<file path="config.mk">
export PLATFORM = sky130hd
export DESIGN_NAME = usb_busreset_detect
export DESIGN_NICKNAME = d
export VERILOG_FILES = /design/src/rtl/usbrst_pkg.sv /design/src/rtl/usbrst_sync.sv /design/src/rtl/usbrst_run_cnt.sv /design/src/rtl/usbrst_ctrl.sv /design/src/rtl/usb_busreset_detect.sv
export SDC_FILE = /design/constraint.sdc
export NUM_CORES = 1
export LEC_CHECK = 0
export BUFFER_PORTS_ARGS = -buffer_cell sky130_fd_sc_hd__buf_2
export CAP_MARGIN = 40
export CORE_AREA = 2 2 41 43
export CTS_CLUSTER_DIAMETER = 150
export DETAILED_ROUTE_END_ITERATION = 10
export DIE_AREA = 0 0 43 45
export GPL_TIMING_DRIVEN = 0
export PLACE_DENSITY = 0.68
export SETUP_SLACK_MARGIN = 0.4
export SYNTH_ARGS = -nofsm -noshare
export SYNTH_HDL_FRONTEND = slang
export SYNTH_SLANG_ARGS = --single-unit
</file>
<file path="constraint.sdc">
create_clock -name clk -period 1.5 [get_ports clk]
set_input_delay 0.225 -clock clk [delete_from_list [all_inputs] [get_ports clk]]
set_output_delay 0.225 -clock clk [all_outputs]
set_load 0.05 [all_outputs]
</file>
<file path="src/rtl/usbrst_pkg.sv">
package usbrst_pkg;
  typedef enum logic [0:0] {
    ST_WATCH = 1'b0,
    ST_HELD  = 1'b1
  } det_state_e;
endpackage

</file>
<file path="src/rtl/usbrst_sync.sv">
module usbrst_sync #(
  parameter int WIDTH  = 2,
  parameter int STAGES = 2
) (
  input  logic             clk,
  input  logic             rst_n,
  input  logic [WIDTH-1:0] din,
  output logic [WIDTH-1:0] dout
);
  localparam int LAST = STAGES - 1;

  for (genvar b = 0; b < WIDTH; b++) begin : g_bit
    logic [STAGES-1:0] chain;
    always_ff @(posedge clk or negedge rst_n) begin
      if (!rst_n) chain <= '1;
      else        chain <= {chain[STAGES-2:0], din[b]};
    end
    assign dout[b] = chain[LAST];
  end
endmodule

</file>
<file path="src/rtl/usbrst_run_cnt.sv">
module usbrst_run_cnt #(
  parameter int THRESH = 168
) (
  input  logic clk,
  input  logic rst_n,
  input  logic se0,
  output logic hit
);
  localparam int CNT_W = $clog2(THRESH);
  localparam logic [CNT_W-1:0] LAST = CNT_W'(THRESH - 1);

  logic [CNT_W-1:0] cnt;

  always_ff @(posedge clk or negedge rst_n) begin
    if (!rst_n)          cnt <= '0;
    else if (!se0)       cnt <= '0;
    else if (cnt != LAST) cnt <= cnt + 1'b1;
  end

  assign hit = se0 && (cnt == LAST);

  // a non-SE0 sample restarts the run
  p_run_restart_r4: assert property (@(posedge clk) disable iff (!rst_n)
    !se0 |=> (cnt == '0));
endmodule

</file>
<file path="src/rtl/usbrst_ctrl.sv">
module usbrst_ctrl
  import usbrst_pkg::*;
(
  input  logic clk,
  input  logic rst_n,
  input  logic hit,
  input  logic se0,
  input  logic flag_clr,
  input  logic boot_delay_busy,
  output logic reset_seen,
  output logic regs_wipe,
  output logic reset_irq,
  output logic boot_abort
);
  det_state_e state;
  logic       new_event;

  assign new_event = (state == ST_WATCH) && hit;

  always_ff @(posedge clk or negedge rst_n) begin
    if (!rst_n) begin
      state      <= ST_WATCH;
      regs_wipe  <= 1'b0;
      reset_irq  <= 1'b0;
      boot_abort <= 1'b0;
    end else begin
      regs_wipe  <= 1'b0;
      reset_irq  <= 1'b0;
      boot_abort <= 1'b0;
      case (state)
        ST_WATCH: if (hit) begin
          state      <= ST_HELD;
          regs_wipe  <= 1'b1;
          boot_abort <= boot_delay_busy;
        end
        ST_HELD: if (!se0) begin
          state     <= ST_WATCH;
          reset_irq <= 1'b1;
        end
        default: state <= ST_WATCH;
      endcase
    end
  end

  always_ff @(posedge clk or negedge rst_n) begin
    if (!rst_n)         reset_seen <= 1'b0;
    else if (new_event) reset_seen <= 1'b1;
    else if (flag_clr)  reset_seen <= 1'b0;
  end

  // wipe strobe lasts one cycle
  p_wipe_single_r5: assert property (@(posedge clk) disable iff (!rst_n)
    regs_wipe |=> !regs_wipe);
  // wipe strobe and status flag rise together
  p_wipe_sets_flag_r3: assert property (@(posedge clk) disable iff (!rst_n)
    regs_wipe |-> reset_seen);
  // abort only alongside a wipe
  p_abort_with_wipe_r10: assert property (@(posedge clk) disable iff (!rst_n)
    boot_abort |-> regs_wipe);
  // interrupt only after the line has left SE0
  p_irq_on_release_r6: assert property (@(posedge clk) disable iff (!rst_n)
    reset_irq |-> $past(!se0));
  // flag is sticky without a clear
  p_flag_sticky_r8: assert property (@(posedge clk) disable iff (!rst_n)
    (reset_seen && !flag_clr) |=> reset_seen);
endmodule

</file>
<file path="src/rtl/usb_busreset_detect.sv">
module usb_busreset_detect #(
  parameter int SYNC_STAGES = 2,
  parameter int DETECT_RUN  = 168
) (
  input  logic clk,
  input  logic rst_n,
  input  logic line_p,
  input  logic line_n,
  input  logic flag_clr,
  input  logic boot_delay_busy,
  output logic reset_seen,
  output logic regs_wipe,
  output logic reset_irq,
  output logic boot_abort
);
  logic [1:0] lines_s;
  logic       se0;
  logic       hit;

  usbrst_sync #(.WIDTH(2), .STAGES(SYNC_STAGES)) u_sync (
    .clk  (clk),
    .rst_n(rst_n),
    .din  ({line_p, line_n}),
    .dout (lines_s)
  );

  // SE0 only when both re-timed lines are low
  assign se0 = ~lines_s[1] & ~lines_s[0];

  usbrst_run_cnt #(.THRESH(DETECT_RUN)) u_run (
    .clk  (clk),
    .rst_n(rst_n),
    .se0  (se0),
    .hit  (hit)
  );

  usbrst_ctrl u_ctrl (
    .clk            (clk),
    .rst_n          (rst_n),
    .hit            (hit),
    .se0            (se0),
    .flag_clr       (flag_clr),
    .boot_delay_busy(boot_delay_busy),
    .reset_seen     (reset_seen),
    .regs_wipe      (regs_wipe),
    .reset_irq      (reset_irq),
    .boot_abort     (boot_abort)
  );

  // a detection needs an SE0 on the re-timed lines
  p_hit_needs_se0_r1: assert property (@(posedge clk) disable iff (!rst_n)
    $rose(regs_wipe) |-> $past(se0));
endmodule

</file>
# After elaboration in Yosys (flattened, before gate mapping)
# Cells that the tools add are included.
[word_totals] register_bits=17 output_inout_bits=4 word_cells=31
[op_classes] add_sub_neg=1 eq_ne=3 n_mux=12 bitwise_logic=4 reduce_logical=3
[op_table] cell="2-to-1 mux 8 bit" n=2
[op_table] cell="2-to-1 mux 1 bit" n=9
[op_table] cell="adder 8 x 1 -> 8 bit, second input constant" n=1
[op_table] cell="== test 8 bit, second input constant" n=1
[op_table] cell="inequality test 8 bit, second input constant" n=1
[op_table] cell="NOT 1 bit" n=3
[op_table] cell="logical AND 1 bit" n=2
[op_table] cell="inequality test 2 bit, second input constant" n=1
[op_table] cell="case mux 1 bit (2 select lines)" n=1
[op_table] cell="nonzero test 2 bit" n=1
[op_table] cell="bitwise AND 1 bit" n=1

# Depth between registers and ports, before layout
# Gate-level depths: netlist of the first run.
[depth] word_depth=5 mapped_depth=4

# Cells and area by module
# A second synthesis of the first run with hierarchy kept.
[unflattened] cells_unflattened=63 area_unflattened_um2=734.5
[by_module_without_submodules] mod="usbrst_run_cnt" instances=1 cells_each=43 area_per_inst_um2=439.2
[by_module_without_submodules] mod="usbrst_ctrl" instances=1 cells_each=13 area_per_inst_um2=171.4
[by_module_without_submodules] mod="usbrst_sync" instances=1 cells_each=6 area_per_inst_um2=120.1
[by_module_without_submodules] mod="usb_busreset_detect" instances=1 cells_each=1 area_per_inst_um2=3.8

# Worst setup path before layout of the first run
# OpenSTA, ideal clock, no wires.
[synth_timing] path_kind="register -> register" from="reg u_run.cnt[4]" to="reg u_run.cnt[0]" setup_time_ns=0.126 arrival_ns=1.241 path_slack_ns=0.133 path_stages_with_launch=4 path_buffers=0 cell_sequence="dfrtp_1 -> or4b_4 -> nor3_1 -> nor3b_2"
[synth_via] elab_chain_cells=2
[synth_rtl] element="start: declaration" line="usbrst_run_cnt.sv:12" rtl="logic [CNT_W-1:0] cnt;"
[synth_rtl] element="start signal: assignment" line="usbrst_run_cnt.sv:17" rtl="else if (cnt != LAST) cnt <= cnt + 1'b1;"
[synth_rtl] element="inequality test 8 bit" line="usbrst_run_cnt.sv:17"
[synth_rtl] element="inequality test 2 bit (no source line)"
# Every way passes these cells.
# A chain may end at the register's enable or synchronous reset.

# Worst setup path in the final report of the first run
[layout_timing] from="reg u_run.cnt[6]" to="reg u_run.cnt[0]"
# Same word-level chain as after synthesis.

==> impl_metrics.tcl, run 1 <==
set metrics [dict create \
    status "complete, no violations" \
    wl_per_cell_um 14.5 \
    floorplan.core_area_um2 1470 \
    grt-ovfl-total 0 \
    ir_worst_vdd_mv 0.534 \
    grt_use_total_pct 14.7 \
    crit_type "register to register" \
    grt_pass1_vias 457 \
    power_density_nw_per_um2 825 \
    fin_crit_sh_pct 92.0 \
    die-height_um 45 \
    synth_top_area_share_pct 45.6 \
    setup_tns_ns 0 \
    synth.area.top_cells "dfrtp_1 46%, dfstp_2 15%, nand3_1 2.8%" \
    syn-num-nets 67 \
    synth.most_common_cell "dfrtp_1" \
    setup_violations 0 \
    synth_simple_gate_area_share_pct 21.2 \
    skew_ns 0.00191 \
    hp-class "input pin to register" \
    synth_warnings 0 \
    syn_inst 60 \
    layout-drive-gt1-share_pct 43.6 \
    die_x_um 43 \
    dp.final_hpwl_um 859 \
    holdWs_ns 0.111 \
    async_reset_ff_share_pct 100 \
    synthFlopType "dfrtp_1" \
    final.min_clock_period_ns 1.38 \
    worstSkewPairLatency_ns 0.29 \
    min_to "u_ctrl.reset_seen" \
    syn_area_per_cell_um2 11.9 \
    drc 0 \
    wirelength_um 1370 \
    rsz0062_at_grt "yes" \
    min-delay-start "flag_clr" \
    synth_compound_gate_area_share_pct 12.1 \
    synthMuxAreaShare_pct 0 \
    worst-path-max-fanout 5 \
    synth_fa_ha_area_share_pct 1.75 \
    antenna_left 0 \
    cts_tree "built" \
    finalHoldViolCount 0 \
    synth_cell_type_count 26 \
    cts_made_buffers 3 \
    vias 528 \
    reg2reg_from "u_run.cnt[6]" \
    avgViaCountPerCell 5.62 \
    synth_xor_area_share_pct 2.46 \
    initial_utilization_pct 48.5 \
    synth_top_family_by_area "simple AND/OR/NAND/NOR gates" \
    worst_slew_pin_slew_ns 0.357 \
    syn_area_um2 713 \
    clock-root-buffer "clkbuf_4" \
    fmax_ghz 0.725 \
    first_pass_iters 4 \
    diodes 0 \
    cts.sinks 17 \
    reg2regPathDepth 3 \
    start_kind "register" \
    cp.arrival_ns 1.61 \
    fillCellCount 115 \
    relSlewSlack_pct 76.2 \
    cp-end-kind "register" \
    fin_nets 86 \
    timing.rr.end "u_run.cnt[0]" \
    seq_area_frac_synth_pct 60.4 \
    synth-seq-cells 17 \
    cts.path.max_buffers 2 \
    io_pins 10 \
    slew_viol_final 0 \
    grt_pass1_wl_um 1990 \
    leakagePower_nw 0.380 \
    synth_top_cell_by_area "dfrtp_1" \
    htreeDepth 1 \
    drtIter0Drc 7 \
    die-area_um2 1940 \
    synth_commonest_cells "13 x dfrtp_1, 4 x dfstp_2, 4 x nand2_1, 4 x nand3_1, 4 x o21ai_0" \
    required_ns 1.73 \
    cts.clk_slew.worst_paths_ns 0.11 \
    reg2reg_slack_ns 0.12 \
    synth-edff-count 0 \
    gp_congestion 0.798 \
    num_rows 14 \
    grt_max_degree 18 \
    whs_path_depth 2 \
    syn2layout_area_growth_pct 31.4 \
    io_buffers 9 \
    antenna_found_initial 0 \
    maxCapViolCount 0 \
    cp-startpoint "u_run.cnt[6]" \
]
cell families after synthesis:
family	count (synthesis)
simple gates	25
flops	17
compound gates	13
xor+xnor	2
buf+inv	2
fa+ha+maj	1
power by group:
part	internal, mW	leakage (nW)	switching, mW
logic	0.0190	0.147	0.0195
clock network	0.101	0.0139	0.156
registers	0.470	0.219	0.00683
total	0.591	0.380	0.183
through the flow:
step                      total power, mW  instances  instance area (um^2)  utilization, %  worst slack [ns]
after detailed placement            0.519         85                   813            55.3            0.0140
after global routing                0.806         94                   937            63.7            0.0707
after global placement              0.518         85                   813            55.3            0.0181
final                               0.773         94                   937            63.7             0.121
after CTS                           0.779         91                   882            59.9             0.125
after floorplan                     0.499         60                   748               -             0.206
state kept, by name, summed over array words and instances, names as in the netlist:
register / flops
u_ctrl.reset_irq: 1
u_ctrl.state: 1
u_ctrl.regs_wipe: 1
u_sync.g_bit.chain: 4
u_run.cnt: 8
u_ctrl.boot_abort: 1
u_ctrl.reset_seen: 1
cell type report:
type | instances | area (um^2) | share of cell area [%]
Clock buffer | 3 | 22.5 | 2.40
Inverter | 1 | 3.75 | 0.401
Sequential cell | 17 | 433 | 46.2
Buffer | 1 | 11.3 | 1.20
Tap cell | 16 | 20.0 | 2.14
Clock inverter | 1 | 7.51 | 0.801
Multi-Input combinational cell | 41 | 324 | 34.6
Timing Repair Buffer | 14 | 115 | 12.3
layout by cell type, fill, tap and decap left out, drive strengths merged, types with 2 or more instances in the layout:
cell and instances:
o21ai 5, o21a 2, nor3 3, buf 12
nand2 4, and3 2, or3 2, dlygate4sd3 3
a21oi 3, clkbuf 3, xor2 2, nand3 4
dfrtp 13, nor2 4, dfstp 4
worst max-delay path, stage by stage, from the launching register on:
cell and delay [ns]:
dfrtp_1 0.46, or4b_4 0.59, o21ai_2 0.12, nor3b_2 0.15
layer usage:
layer  track usage [%]  wire length [um]  share of wire [%]  vias to the layer above
met2              23.6               681                 50                       16
li1                  -                 -                  -                      253
met3              2.80                61                4.5                        2
met5                 0                 0                  0                        -
met1              17.6               609                 45                      257
met4              10.9                15                1.1                        0
worst max path at each step:
stage,slack (ns),endpoint,cells after the start
3_5_place_dp,0.01,u_ctrl.reset_seen,3
5_1_grt,0.07,u_run.cnt[0],3
4_1_cts,0.12,u_run.cnt[0],3
6_report,0.12,u_run.cnt[0],3
3_3_place_gp,0.02,u_ctrl.reset_seen,3
2_1_floorplan,0.21,u_run.cnt[0],3
repair_timing:
action                                 CTS  global route
pin swaps                                1             1
setup buffers                            1             1
setup endpoints to repair               15            16
resized for setup                        7             7
endpoints found under the hold margin   13             2
hold buffers                             1             2
No activity file was read; power rests on OpenSTA's default activity.
==> run 2, diff against run 1 <==
--- a/config.mk
+++ b/config.mk
@@ -12,7 +12,8 @@
 export DETAILED_ROUTE_END_ITERATION = 10
 export DIE_AREA = 0 0 43 45
 export GPL_TIMING_DRIVEN = 0
-export PLACE_DENSITY = 0.68
+export HOLD_SLACK_MARGIN = 0.02
+export PLACE_DENSITY_LB_ADDON = 0.15
 export SETUP_SLACK_MARGIN = 0.4
 export SYNTH_ARGS = -nofsm -noshare
 export SYNTH_HDL_FRONTEND = slang
==> impl_metrics.tcl, run 2 (same netlist as run 1, synthesis figures left out) <==
set metrics [dict create \
    num_rows 14 \
    top_regs "u_run.cnt (8), u_sync.g_bit.chain (4)" \
    cts_made_buffers 3 \
    holdWs_ns 0.116 \
    vias 544 \
    grt_max_degree 18 \
    dp.final_hpwl_um 834 \
    fin_nets 93 \
    pre_cts_slack_ns 0.0313 \
    final_common_cell "dfrtp_1" \
    final_cells 101 \
    die_x_um 43 \
    cts.path.max_buffers 2 \
    worst_slew_pin_slew_ns 0.358 \
    utilization_pct 66.9 \
    cp.arrival_ns 1.58 \
    skew_ns 0.00632 \
    fmax_ghz 0.731 \
    cp-end-kind "register" \
    htreeDepth 1 \
    fin_ws_ns 0.132 \
    io_pins 10 \
    cts_tree "built" \
    clock-root-buffer "clkbuf_4" \
    fillCellCount 127 \
    initial_utilization_pct 48.5 \
    floorplan.core_area_um2 1470 \
    grt-ovfl-total 0 \
    multi_input_area_um2 325 \
    status "complete, no violations" \
    antenna_found_initial 0 \
    die-area_um2 1940 \
    fin_crit_sh_pct 91.2 \
    drc 0 \
    worstSkewPairLatency_ns 0.29 \
    gp_congestion 0.751 \
    drtIter0Drc 6 \
    final.min_clock_period_ns 1.37 \
    first_pass_iters 4 \
    post-place-cells 85 \
    setup_violations 0 \
    seq_area_um2 433 \
    slew_viol_final 0 \
    diodes 0 \
    largest_reg_flops 8 \
    power_density_nw_per_um2 773 \
    relSlewSlack_pct 76.1 \
    maxCapViolCount 0 \
    hp-class "input pin to register" \
    finalHoldViolCount 0 \
    required_ns 1.71 \
    layout_common_cells "11 x dfrtp_1, 8 x buf_4, 6 x buf_2" \
    layout-drive-gt1-share_pct 48.2 \
    grt_use_total_pct 15.5 \
    ir_worst_vdd_mv 0.506 \
    cts.clk_slew.worst_paths_ns 0.09 \
    setup_tns_ns 0 \
    die-height_um 45 \
    rsz0062_at_grt "yes" \
    wirelength_um 1370 \
    worst-path-max-fanout 4 \
    top_register "u_run.cnt" \
    wl_per_cell_um 13.6 \
    crit_type "register to register" \
    antenna_left 0 \
    grt_pass1_vias 502 \
    cts.sinks 17 \
    io_buffers 9 \
    syn2layout_area_growth_pct 38.1 \
    leakagePower_nw 0.413 \
    grt_pass1_wl_um 2170 \
    avgViaCountPerCell 5.39 \
    start_kind "register" \
]
[run 2: final timing paths]
path | startpoint | slack (ns) | depth (start not counted) | endpoint
worst min-delay path | flag_clr | 0.12 | 2 | u_ctrl.reset_seen
max in group asynchronous | rst_n | 0.83 | 2 | u_sync.g_bit[0].chain[1]
min in group asynchronous | rst_n | 0.37 | 2 | u_run.cnt[5]
worst max-delay path | u_run.cnt[3] | 0.13 | 3 | u_run.cnt[0]
worst max register to register | u_run.cnt[3] | 0.13 | 3 | u_run.cnt[0]
worst min register to register | u_sync.g_bit[0].chain[0] | 0.36 | 0 | u_sync.g_bit[0].chain[1]
[run 2: final cells by class]
| class | instances | area share (%) |
|---|---|---|
| multi-input cells | 41 | 33.0 |
| plain buffers | 1 | 1.14 |
| well taps | 16 | 2.03 |
| inverters | 1 | 0.381 |
| repair buffers | 21 | 16.8 |
| flip-flops and latches | 17 | 44.0 |
| clock buffers | 4 | 2.67 |
[run 2: per-stage QoR]
stage	power (mW)	instance area [um^2]
floorplan	0.499	748
finish	0.761	985
global route	0.796	985
CTS	0.760	900
global placement	0.518	813
detailed placement	0.518	813
[run 2: timing repair]
| item | in CTS | in global routing |
|---|---|---|
| cloned | 0 | 1 |
| gates resized for setup | 5 | 12 |
| hold buffers | 2 | 1 |
| buffers inserted | 3 | 5 |
| endpoints found under the hold margin | 14 | 1 |
| setup endpoints to repair | 13 | 17 |
| pin swaps | 1 | 2 |
[run 2: routing by layer]
metal  global-route usage [%]  wire [um]
met1                     20.8        647
met2                     23.6        654
met3                     2.40         42
met4                     9.70         24
met5                        0          0
[run 2: power by group]
group / internal, mW / total [mW] / switching [mW]
sequential: 0.471 / 0.477 / 0.00678
clock: 0.103 / 0.242 / 0.138
combinational: 0.0217 / 0.0422 / 0.0205
total: 0.596 / 0.761 / 0.166
[run 2: worst max-delay path, stage by stage, from the launching register on]
cell and delay (ns):
dfrtp_1 0.43, or4b_4 0.60, o21ai_2 0.12, nor3b_2 0.15
==> run 3, diff against run 2 <==
--- a/config.mk
+++ b/config.mk
@@ -5,14 +5,14 @@
 export SDC_FILE = /design/constraint.sdc
 export NUM_CORES = 1
 export LEC_CHECK = 0
+export ABC_AREA = 1
 export BUFFER_PORTS_ARGS = -buffer_cell sky130_fd_sc_hd__buf_2
 export CAP_MARGIN = 40
-export CORE_AREA = 2 2 41 43
+export CORE_AREA = 5 5 44 46
 export CTS_CLUSTER_DIAMETER = 150
 export DETAILED_ROUTE_END_ITERATION = 10
-export DIE_AREA = 0 0 43 45
+export DIE_AREA = 0 0 49 51
 export GPL_TIMING_DRIVEN = 0
-export HOLD_SLACK_MARGIN = 0.02
 export PLACE_DENSITY_LB_ADDON = 0.15
 export SETUP_SLACK_MARGIN = 0.4
 export SYNTH_ARGS = -nofsm -noshare
==> impl_metrics.tcl, run 3 <==
set metrics [dict create \
    maxCapViolCount 0 \
    async_reset_ff_share_pct 100 \
    io_pins 10 \
    worst_slew_pin_slew_ns 0.362 \
    layout-drive-gt1-share_pct 43.9 \
    antenna_left 0 \
    crit_type "register to register" \
    io_buffers 9 \
    critPathSlowestCell "dfrtp_1" \
    cts.sinks 17 \
    cts_tree "built" \
    cp_num_buf_inv 0 \
    die-area_um2 2500 \
    synth.area.top_cells "dfrtp_1 43%, dfstp_2 14%, nand2_1 9.0%" \
    top_regs "u_run.cnt (8), u_sync.g_bit.chain (4)" \
    ir_worst_vdd_mv 0.662 \
    fmax_ghz 0.885 \
    slew_viol_final 0 \
    drtIter0Drc 4 \
    reg2reg_from "u_run.cnt[1]" \
    status "complete, no violations" \
    first_pass_iters 2 \
    gp_congestion 0.757 \
    num_rows 14 \
    fin_crit_sh_pct 75.3 \
    leakagePower_nw 0.467 \
    start_kind "register" \
    clock-root-buffer "clkbuf_4" \
    htreeDepth 1 \
    floorplan.core_area_um2 1470 \
    wl_per_cell_um 11.9 \
    worstSkewPairLatency_ns 0.28 \
    min_to "u_sync.g_bit[1].chain[0]" \
    drc 0 \
    die_x_um 49 \
    synth-seq-cells 17 \
    largest_reg_flops 8 \
    synthFlopType "dfrtp_1" \
    vias 563 \
    synth_commonest_cells "18 x nand2_1, 13 x dfrtp_1, 10 x nor2_1" \
    seq_area_frac_synth_pct 57.5 \
    synth_warnings 0 \
    reg2regPathDepth 6 \
    relSlewSlack_pct 75.9 \
    avgViaCountPerCell 4.94 \
    power_density_nw_per_um2 777 \
    cp.arrival_ns 1.31 \
    diodes 0 \
    fin_nets 106 \
    required_ns 1.68 \
    crit_path_cell_trace "ha_4 -> nand2_4 -> nor2_4 -> nand2_4 -> nand2_1 -> nor2_1" \
    worst-path-max-fanout 4 \
    skew_ns 0.000465 \
    grt_pass1_vias 577 \
    cts.path.max_buffers 2 \
    cp-end-kind "register" \
    cp_top_family "simple AND/OR/NAND/NOR gates" \
    min-delay-start "line_p" \
    synth_top_cell_by_area "dfrtp_1" \
    top_register "u_run.cnt" \
    finalHoldViolCount 0 \
    grt_pass1_wl_um 2560 \
    syn_area_um2 748 \
    synth_cell_type_count 18 \
    rsz0062_at_grt "yes" \
    syn_inst 78 \
    hp-class "input pin to register" \
    dp.final_hpwl_um 1010 \
    syn2layout_area_growth_pct 29.9 \
    wirelength_um 1350 \
    antenna_found_initial 0 \
    syn_area_per_cell_um2 9.59 \
    setup_violations 0 \
    syn-num-nets 85 \
    grt-ovfl-total 0 \
    final.min_clock_period_ns 1.13 \
    grt_use_total_pct 13.0 \
    setup_tns_ns 0 \
    reg2reg_slack_ns 0.37 \
    whs_path_depth 1 \
    initial_utilization_pct 50.9 \
    die-height_um 51 \
    cts.clk_slew.worst_paths_ns 0.10 \
    layout_common_cells "17 x nand2_1, 12 x dfrtp_1, 8 x nor2_1" \
    holdWs_ns 0.0366 \
    synth.most_common_cell "nand2_1" \
    final_common_cell "nand2_1" \
    synth_top_area_share_pct 43.5 \
    critPathMaxStageDelay_ns 0.42 \
    grt_max_degree 18 \
    critPathMostFrequentCell "nand2_4" \
    timing.rr.end "u_run.cnt[3]" \
    cts_made_buffers 3 \
    synth-edff-count 0 \
]
[run 3: cell types whose count changed in the layout (fill, tap and decap cells not counted), sizes merged, moves of 3 or more]
cell	delta
nand2	+16
o21ai	-3
inv	+8
nor2	+10
buf	-3
nand4	+3
[run 3: cell families after synthesis]
kind of cell,count (synthesis),share of synthesized area (%)
buf+inv,10,5.52
xor+xnor,1,1.17
simple gates,43,29.6
flops,17,57.5
fa+ha+maj,1,1.67
compound gates,6,4.51
[run 3: area by class of cell]
type,count,area (um^2)
tap,16,20.0
inverter,9,33.8
clock buffer,3,22.5
buffer,1,7.51
timing repair buffer,16,125
sequential,17,432
multi-input combinational,51,327
fill,117,499
clock inverter,1,5.00
[run 3: routing by layer]
layer  track usage (%)  wire length (um)
met3              2.62                40
met1              15.8               588
met2              23.0               711
met5                 0                 0
met4              4.04                12
[run 3: worst max-delay path by stage]
stage	from	to	depth (start not counted)
3_5_place_dp	u_run.cnt[0]	u_run.cnt[0]	6
2_1_floorplan	u_run.cnt[0]	u_run.cnt[0]	6
4_1_cts	u_run.cnt[0]	u_run.cnt[1]	6
3_3_place_gp	u_run.cnt[0]	u_run.cnt[0]	6
6_report	u_run.cnt[1]	u_run.cnt[3]	6
5_1_grt	u_run.cnt[0]	u_run.cnt[3]	6
[run 3: metrics by stage]
step | setup slack, ns | area (um^2) | util (%) | cells | power [mW]
6_report | 0.370 | 972 | 66.1 | 114 | 0.755
5_1_grt | 0.347 | 972 | 66.1 | 114 | 0.812
4_1_cts | 0.361 | 931 | 63.3 | 112 | 0.772
3_5_place_dp | 0.282 | 831 | 56.5 | 103 | 0.522
3_3_place_gp | 0.307 | 831 | 56.5 | 103 | 0.520
2_1_floorplan | 0.417 | 766 | - | 78 | 0.501
[run 3: power breakdown]
group | total [mW] | internal [mW] | switching (mW)
Clock | 0.234 | 0.0987 | 0.135
Combinational | 0.0444 | 0.0194 | 0.0249
Sequential | 0.477 | 0.471 | 0.00667
Total | 0.755 | 0.589 | 0.167
[run 3: what timing repair did]
item	in CTS	in global routing
hold buffers	1	0
endpoints found under the hold margin	13	0
gates resized for setup	10	11
buffers inserted	4	2
endpoints found under the setup margin	13	15
pin swaps	5	2
